File: src/rtl/irq_prio_pkg.sv
package irq_prio_pkg;

    localparam int NUM_IRQ = 6;
    localparam int IDX_W   = $clog2(NUM_IRQ);
    localparam int CFG_W   = 8;
    localparam int NUM_GRP = NUM_IRQ / 2;
    localparam int GRP_W   = $clog2(NUM_GRP);
    localparam int CODE_W  = 3;

    // Register bit positions decoded by the resolver
    localparam int BIT_CODE2 = 4;
    localparam int BIT_CODE1 = 2;
    localparam int BIT_CODE0 = 1;
    localparam int BIT_ORD_A = 5;
    localparam int BIT_ORD_B = 3;
    localparam int BIT_ORD_C = 0;

    // Group identifiers (pair order within the packed arrays)
    localparam logic [GRP_W-1:0] GID_A = 2'd0;
    localparam logic [GRP_W-1:0] GID_B = 2'd1;
    localparam logic [GRP_W-1:0] GID_C = 2'd2;

    // Member that leads when the pair-order bit is 0, and the other one
    localparam int PAIR_LEAD  [NUM_GRP] = '{5, 2, 1};
    localparam int PAIR_TRAIL [NUM_GRP] = '{3, 0, 4};

    typedef struct packed {
        logic [CODE_W-1:0]  code;
        logic [NUM_GRP-1:0] swap;   // indexed by group id
    } prio_fields_t;

    typedef struct packed {
        logic             valid;
        logic [IDX_W-1:0] idx;
    } win_t;

    function automatic prio_fields_t split_cfg(input logic [CFG_W-1:0] r);
        prio_fields_t f;
        f.code        = {r[BIT_CODE2], r[BIT_CODE1], r[BIT_CODE0]};
        f.swap[GID_A] = r[BIT_ORD_A];
        f.swap[GID_B] = r[BIT_ORD_B];
        f.swap[GID_C] = r[BIT_ORD_C];
        return f;
    endfunction

endpackage

File: src/rtl/irq_prio_cfg.sv
module irq_prio_cfg
    import irq_prio_pkg::*;
(
    input  logic             clk,
    input  logic             rst_n,
    input  logic             cfg_we,
    input  logic [CFG_W-1:0] cfg_wdata,
    output prio_fields_t     fields
);

    typedef struct packed {
        logic [CFG_W-1:0] raw;
    } cfg_state_t;

    cfg_state_t st_d, st_q;

    always_comb begin
        st_d = st_q;
        if (cfg_we) begin
            st_d.raw = cfg_wdata;
        end
    end

    always_ff @(posedge clk) begin
        if (!rst_n) begin
            st_q <= '0;
        end else begin
            st_q <= st_d;
        end
    end

    assign fields = split_cfg(st_q.raw);

    // without a strobe the stored value never moves
    p_hold_r10: assert property (@(posedge clk) disable iff (!rst_n)
        !cfg_we |=> $stable(st_q));

    // a strobed write lands in the register
    p_load_r10: assert property (@(posedge clk) disable iff (!rst_n)
        cfg_we |=> (st_q.raw == $past(cfg_wdata)));

endmodule

File: src/rtl/irq_pair_pick.sv
module irq_pair_pick
    import irq_prio_pkg::*;
#(
    parameter int LEAD  = 0,
    parameter int TRAIL = 1
) (
    input  logic [NUM_IRQ-1:0] elig,
    input  logic               swap,
    output logic               any,
    output logic [IDX_W-1:0]   idx
);

    localparam logic [IDX_W-1:0] LEAD_IDX  = IDX_W'(LEAD);
    localparam logic [IDX_W-1:0] TRAIL_IDX = IDX_W'(TRAIL);

    logic first_req, second_req;
    logic [IDX_W-1:0] first_idx, second_idx;

    always_comb begin
        if (swap) begin
            first_req  = elig[TRAIL];
            first_idx  = TRAIL_IDX;
            second_req = elig[LEAD];
            second_idx = LEAD_IDX;
        end else begin
            first_req  = elig[LEAD];
            first_idx  = LEAD_IDX;
            second_req = elig[TRAIL];
            second_idx = TRAIL_IDX;
        end
        any = first_req | second_req;
        if (first_req) begin
            idx = first_idx;
        end else if (second_req) begin
            idx = second_idx;
        end else begin
            idx = '0;
        end
    end

endmodule

File: src/rtl/irq_group_rank.sv
module irq_group_rank
    import irq_prio_pkg::*;
(
    input  logic [CODE_W-1:0]             code,
    output logic                          code_ok,
    output logic [NUM_GRP-1:0][GRP_W-1:0] rank   // rank[0] is served first
);

    always_comb begin
        code_ok = 1'b1;
        rank    = {GID_C, GID_B, GID_A};
        unique case (code)
            3'b001: rank = {GID_B, GID_A, GID_C};
            3'b010: rank = {GID_C, GID_B, GID_A};
            3'b011: rank = {GID_B, GID_C, GID_A};
            3'b100: rank = {GID_A, GID_C, GID_B};
            3'b101: rank = {GID_A, GID_B, GID_C};
            3'b110: rank = {GID_C, GID_A, GID_B};
            default: code_ok = 1'b0;
        endcase
    end

endmodule

File: src/rtl/irq_prio_resolver.sv
module irq_prio_resolver
    import irq_prio_pkg::*;
(
    input  logic               clk,
    input  logic               rst_n,
    input  logic               cfg_we,
    input  logic [CFG_W-1:0]   cfg_wdata,
    input  logic [NUM_IRQ-1:0] irq_pend,
    input  logic [NUM_IRQ-1:0] irq_mask,
    input  logic               irq_en,
    output logic               win_valid,
    output logic [IDX_W-1:0]   win_idx
);

    prio_fields_t                  fields;
    logic [NUM_IRQ-1:0]            elig;
    logic [NUM_GRP-1:0]            grp_any;
    logic [NUM_GRP-1:0][IDX_W-1:0] grp_idx;
    logic [NUM_GRP-1:0][GRP_W-1:0] rank;
    logic                          code_ok;
    win_t                          win_d, win_q;

    irq_prio_cfg u_cfg (
        .clk       (clk),
        .rst_n     (rst_n),
        .cfg_we    (cfg_we),
        .cfg_wdata (cfg_wdata),
        .fields    (fields)
    );

    assign elig = irq_en ? (irq_pend & irq_mask) : '0;

    for (genvar g = 0; g < NUM_GRP; g++) begin : g_pair
        irq_pair_pick #(
            .LEAD  (PAIR_LEAD[g]),
            .TRAIL (PAIR_TRAIL[g])
        ) u_pick (
            .elig (elig),
            .swap (fields.swap[g]),
            .any  (grp_any[g]),
            .idx  (grp_idx[g])
        );
    end

    irq_group_rank u_rank (
        .code    (fields.code),
        .code_ok (code_ok),
        .rank    (rank)
    );

    always_comb begin
        logic found;
        found = 1'b0;
        win_d = '0;
        for (int r = 0; r < NUM_GRP; r++) begin
            if (code_ok && !found && grp_any[rank[r]]) begin
                win_d.valid = 1'b1;
                win_d.idx   = grp_idx[rank[r]];
                found       = 1'b1;
            end
        end
    end

    always_ff @(posedge clk) begin
        if (!rst_n) begin
            win_q <= '0;
        end else begin
            win_q <= win_d;
        end
    end

    assign win_valid = win_q.valid;
    assign win_idx   = win_q.idx;

    // nothing eligible, nothing reported next cycle
    p_idle_r2: assert property (@(posedge clk) disable iff (!rst_n)
        (elig == '0) |=> !win_valid);

    // global enable low suppresses any winner
    p_en_off_r2: assert property (@(posedge clk) disable iff (!rst_n)
        !irq_en |=> !win_valid);

    // a legal order with any eligible line always yields a winner
    p_some_win_r3: assert property (@(posedge clk) disable iff (!rst_n)
        (code_ok && (elig != '0)) |=> win_valid);

    // illegal group codes never produce a winner
    p_rsvd_code_r7: assert property (@(posedge clk) disable iff (!rst_n)
        !code_ok |=> !win_valid);

    // the reported line was eligible one cycle earlier
    p_was_elig_r9: assert property (@(posedge clk) disable iff (!rst_n)
        win_valid |-> ((($past(elig) >> win_idx) & NUM_IRQ'(1)) != '0));

    // index is zero while there is no winner
    p_idx_zero_r9: assert property (@(posedge clk) disable iff (!rst_n)
        !win_valid |-> (win_idx == '0));

    // index stays inside the line range
    p_idx_range_r9: assert property (@(posedge clk) disable iff (!rst_n)
        win_valid |-> (win_idx < IDX_W'(NUM_IRQ)));

endmodule

File: config.mk
export PLATFORM = sky130hd
export DESIGN_NAME = irq_prio_resolver
export DESIGN_NICKNAME = d
export VERILOG_FILES = /design/src/rtl/irq_prio_pkg.sv /design/src/rtl/irq_prio_cfg.sv /design/src/rtl/irq_pair_pick.sv /design/src/rtl/irq_group_rank.sv /design/src/rtl/irq_prio_resolver.sv
export SDC_FILE = /design/constraint.sdc
export NUM_CORES = 1
export LEC_CHECK = 0
export BUFFER_PORTS_ARGS = -buffer_cell sky130_fd_sc_hd__buf_2
export CORE_UTILIZATION = 54
export DETAILED_ROUTE_END_ITERATION = 8
export PLACE_DENSITY = 0.86
export SLEW_MARGIN = 25
export SYNTH_ARGS = -nofsm -noshare
export SYNTH_HDL_FRONTEND = slang
export SYNTH_SLANG_ARGS = --single-unit
File: constraint.sdc
create_clock -name clk -period 2.8 [get_ports clk]
set_clock_uncertainty 0.2 [all_clocks]
set_input_delay 0.14 -clock clk [delete_from_list [all_inputs] [get_ports clk]]
set_output_delay 0.14 -clock clk [all_outputs]
set_load 0.1 [all_outputs]
==> out/qor.yml <==
worst_setup_path:
  path_cells: "inv_1 > a22oi_1 > nand3_1 > dlygate4sd3_1 > a21oi_1"
  rr_endpoint: "win_valid$_SDFF_PN0_"
  rr_startpoint: "u_cfg.st_q[2]$_SDFFE_PN0P_"
  cp_top_family: "buffers and inverters"
  cp-end-kind: "flip-flop"
  cp.arrival_ns: 2.30
  crit_buf_inv: 2
  critPathRequiredTime_ns: 2.82
  max_stage_delay_ns: 0.67
  start_kind: "flip-flop"
  rrSetupSlack_ns: 0.52
  cp_max_fo: 18
  worst_path_max_delay_cell: "dfxtp_1"
  worstRegToRegCells: 5
  worstSetupPathType: "reg -> reg"
timing:
  max_freq_mhz: 438
  maxSlewViolCount: 0
  whs_ns: 0.0298
  fin_crit_ns: 2.28
  finalHoldViolCount: 0
  setup_violations: 0
  period_share: 0.815
  setup_tns_ns: 0
  max_slew_margin: 0.633
  rsz0062_at_grt: "no"
  worstMarginPinSlew_ns: 0.550
route:
  vias: 1098
  avgViaCountPerCell: 6.61
  totalWireLength_mm: 2.40
  drc: 2
  drt_iter0_markers: 67
  first_pass_iters: 6
  ant_nets: 0
  wl_per_cell_um: 14.5
cts:
  post_cts_buffers: 0
  ctsHtreeMaxLevel: 1
  clk_path_buf_depth: 2
  cts_root_buffer: "clkbuf_4"
  cts_sinks: 10
  hold_buffers: 8
  cts_tree: "yes"
  cts-resized-gates: 0
  cts.clk_slew.worst_paths_ns: 0.08
  clock_latency_ns: 0.28
  numCtsBuffers: 3
layout:
  nets: 175
  final_cell_mix: "buf_2, nor2_1, a21oi_1, nand3_1, dfxtp_1"
  diodes: 0
  final_cells: 166
  drive_above_1_share: 0.273
  fillers: 118
  syn_to_final_growth_pct: 22.5
  final_util: 0.726
  layout_commonest_cell: "buf_2"
power_and_ir_drop:
  leakage_nw: 0.474
  p_per_area_mw_per_mm2: 383
  power_mw: 0.433
  peakVddDrop_mv: 0.335
hold_path:
  min_delay_worst_endpoint: "win_valid$_SDFF_PN0_"
  min_path_type: "in -> reg"
  holdPathStages: 3
  hp-start: "irq_mask[0]"
die:
  die_area_mm2: 0.00188
  die_width_um: 43.4
  ios: 28
  start_util: 0.592
  row_count: 14
  core_mm2: 0.00156
  dieHeight_um: 43.4
synthesis:
  ys_seq_area_frac: 0.217
  netlist.area_leader.share: 0.217
  synth_area_leader_cell: "dfxtp_1"
  syn_area_per_cell_um2: 7.69
  yosys-top-cells-area: "dfxtp_1, mux2i_1, a21oi_1"
  ys_ff_latch: 10
  synth_area_um2: 923
  netlist-cell-type-count: 44
  yosysWarnings: 0
  syn-num-nets: 144
  syn_inst: 120
  synth_ff_type: "dfxtp_1"
  async_reset_ff_frac: 0
  synth_edf_count: 0
run_status:
  failed_checks: "DRC"
  status: "finished with violations"
global_routing:
  antenna_found_initial: 0
  grt_usage: 0.289
  grt_max_degree: 19
  first_global_vias: 1022
  grt_pass1_wl_mm: 4.16
  overflow: 0
placement:
  hpwlAfterDp_mm: 1.71
  placed_cells: 154
  numPortBuffers: 25
  place_congestion: 0.919
flow_run:
  maxCapViolations: 0
worst max path at each step:
stage                                    start  slack (ns)  cells past startpoint                    end
floorplan           u_cfg.st_q[2]$_SDFFE_PN0P_        1.19                      6  win_idx[2]$_SDFF_PN0_
global placement    u_cfg.st_q[2]$_SDFFE_PN0P_        0.75                      5  win_idx[2]$_SDFF_PN0_
detailed placement  u_cfg.st_q[2]$_SDFFE_PN0P_        0.70                      5  win_idx[2]$_SDFF_PN0_
CTS                 u_cfg.st_q[2]$_SDFFE_PN0P_        0.57                      5   win_valid$_SDFF_PN0_
global route        u_cfg.st_q[2]$_SDFFE_PN0P_        0.36                      5   win_valid$_SDFF_PN0_
finish              u_cfg.st_q[2]$_SDFFE_PN0P_        0.52                      5   win_valid$_SDFF_PN0_
state kept, by name, summed over array words and instances, names as in the netlist:
name	cells
u_cfg.st_q	6
win_idx	3
win_valid	1
metrics by stage:
| step | cell area (µm²) | setup WS [ns] |
|---|---|---|
| 2_1_floorplan | 923 | 1.19 |
| 3_3_place_gp | 1010 | 0.753 |
| 3_5_place_dp | 1010 | 0.699 |
| 4_1_cts | 1130 | 0.572 |
| 5_1_grt | 1130 | 0.355 |
| 6_report | 1130 | 0.518 |
worst reg2reg max path, delay by kind of cell (launching register included):
family                 cells  cell delay (ns)
DFF                        1             0.67
buffers and inverters      2             0.87
and+or+nand+nor            1             0.09
AOI/OAI and AO/OA          2             0.39
synth_stat cells (2+ instances only):
cell      number
o21ai_0        5
a22o_2         2
buf_4          3
buf_6          2
and2_1         2
a32oi_1        2
nand2b_1       2
mux2i_1        6
o22ai_1        3
and3_1         4
nor3b_1        2
nor2_1        11
dfxtp_1       10
nand3_1       10
and3b_1        2
nand2_1        8
o211ai_1       4
a21oi_1       11
a22oi_1        6
power by group:
group | total [mW] | leakage (nW) | switching [mW] | internal [mW]
registers | 0.162 | 0.0820 | 0.0122 | 0.149
clock network | 0.141 | 0.0210 | 0.0619 | 0.0792
logic | 0.131 | 0.371 | 0.0767 | 0.0541
layout make-up:
| type | instances | area, µm² | share of cell area |
|---|---|---|---|
| Sequential cell | 10 | 200 | 0.177 |
| Clock buffer | 4 | 36.3 | 0.0321 |
| Timing Repair Buffer | 33 | 205 | 0.181 |
| Multi-Input combinational cell | 100 | 658 | 0.582 |
| Tap cell | 16 | 20.0 | 0.0177 |
| Inverter | 3 | 11.3 | 0.00996 |
metal layers:
| layer | GRT usage | vias to the layer above | wire length [µm] |
|---|---|---|---|
| met5 | 0 | - | 0 |
| met4 | 0.163 | 0 | 87 |
| met3 | 0.0208 | 18 | 173 |
| met2 | 0.494 | 79 | 1140 |
| met1 | 0.359 | 482 | 1000 |
| li1 | - | 519 | - |
kinds of logic after synthesis:
kind of cell / after synthesis / synth area share
buffers and inverters: 10 / 0.0704
multiplexers: 6 / 0.0650
AO/OA/AOI/OAI: 42 / 0.322
AND/OR/NAND/NOR: 52 / 0.325
flip-flops: 10 / 0.217
(Power assumes the default switching activity.)
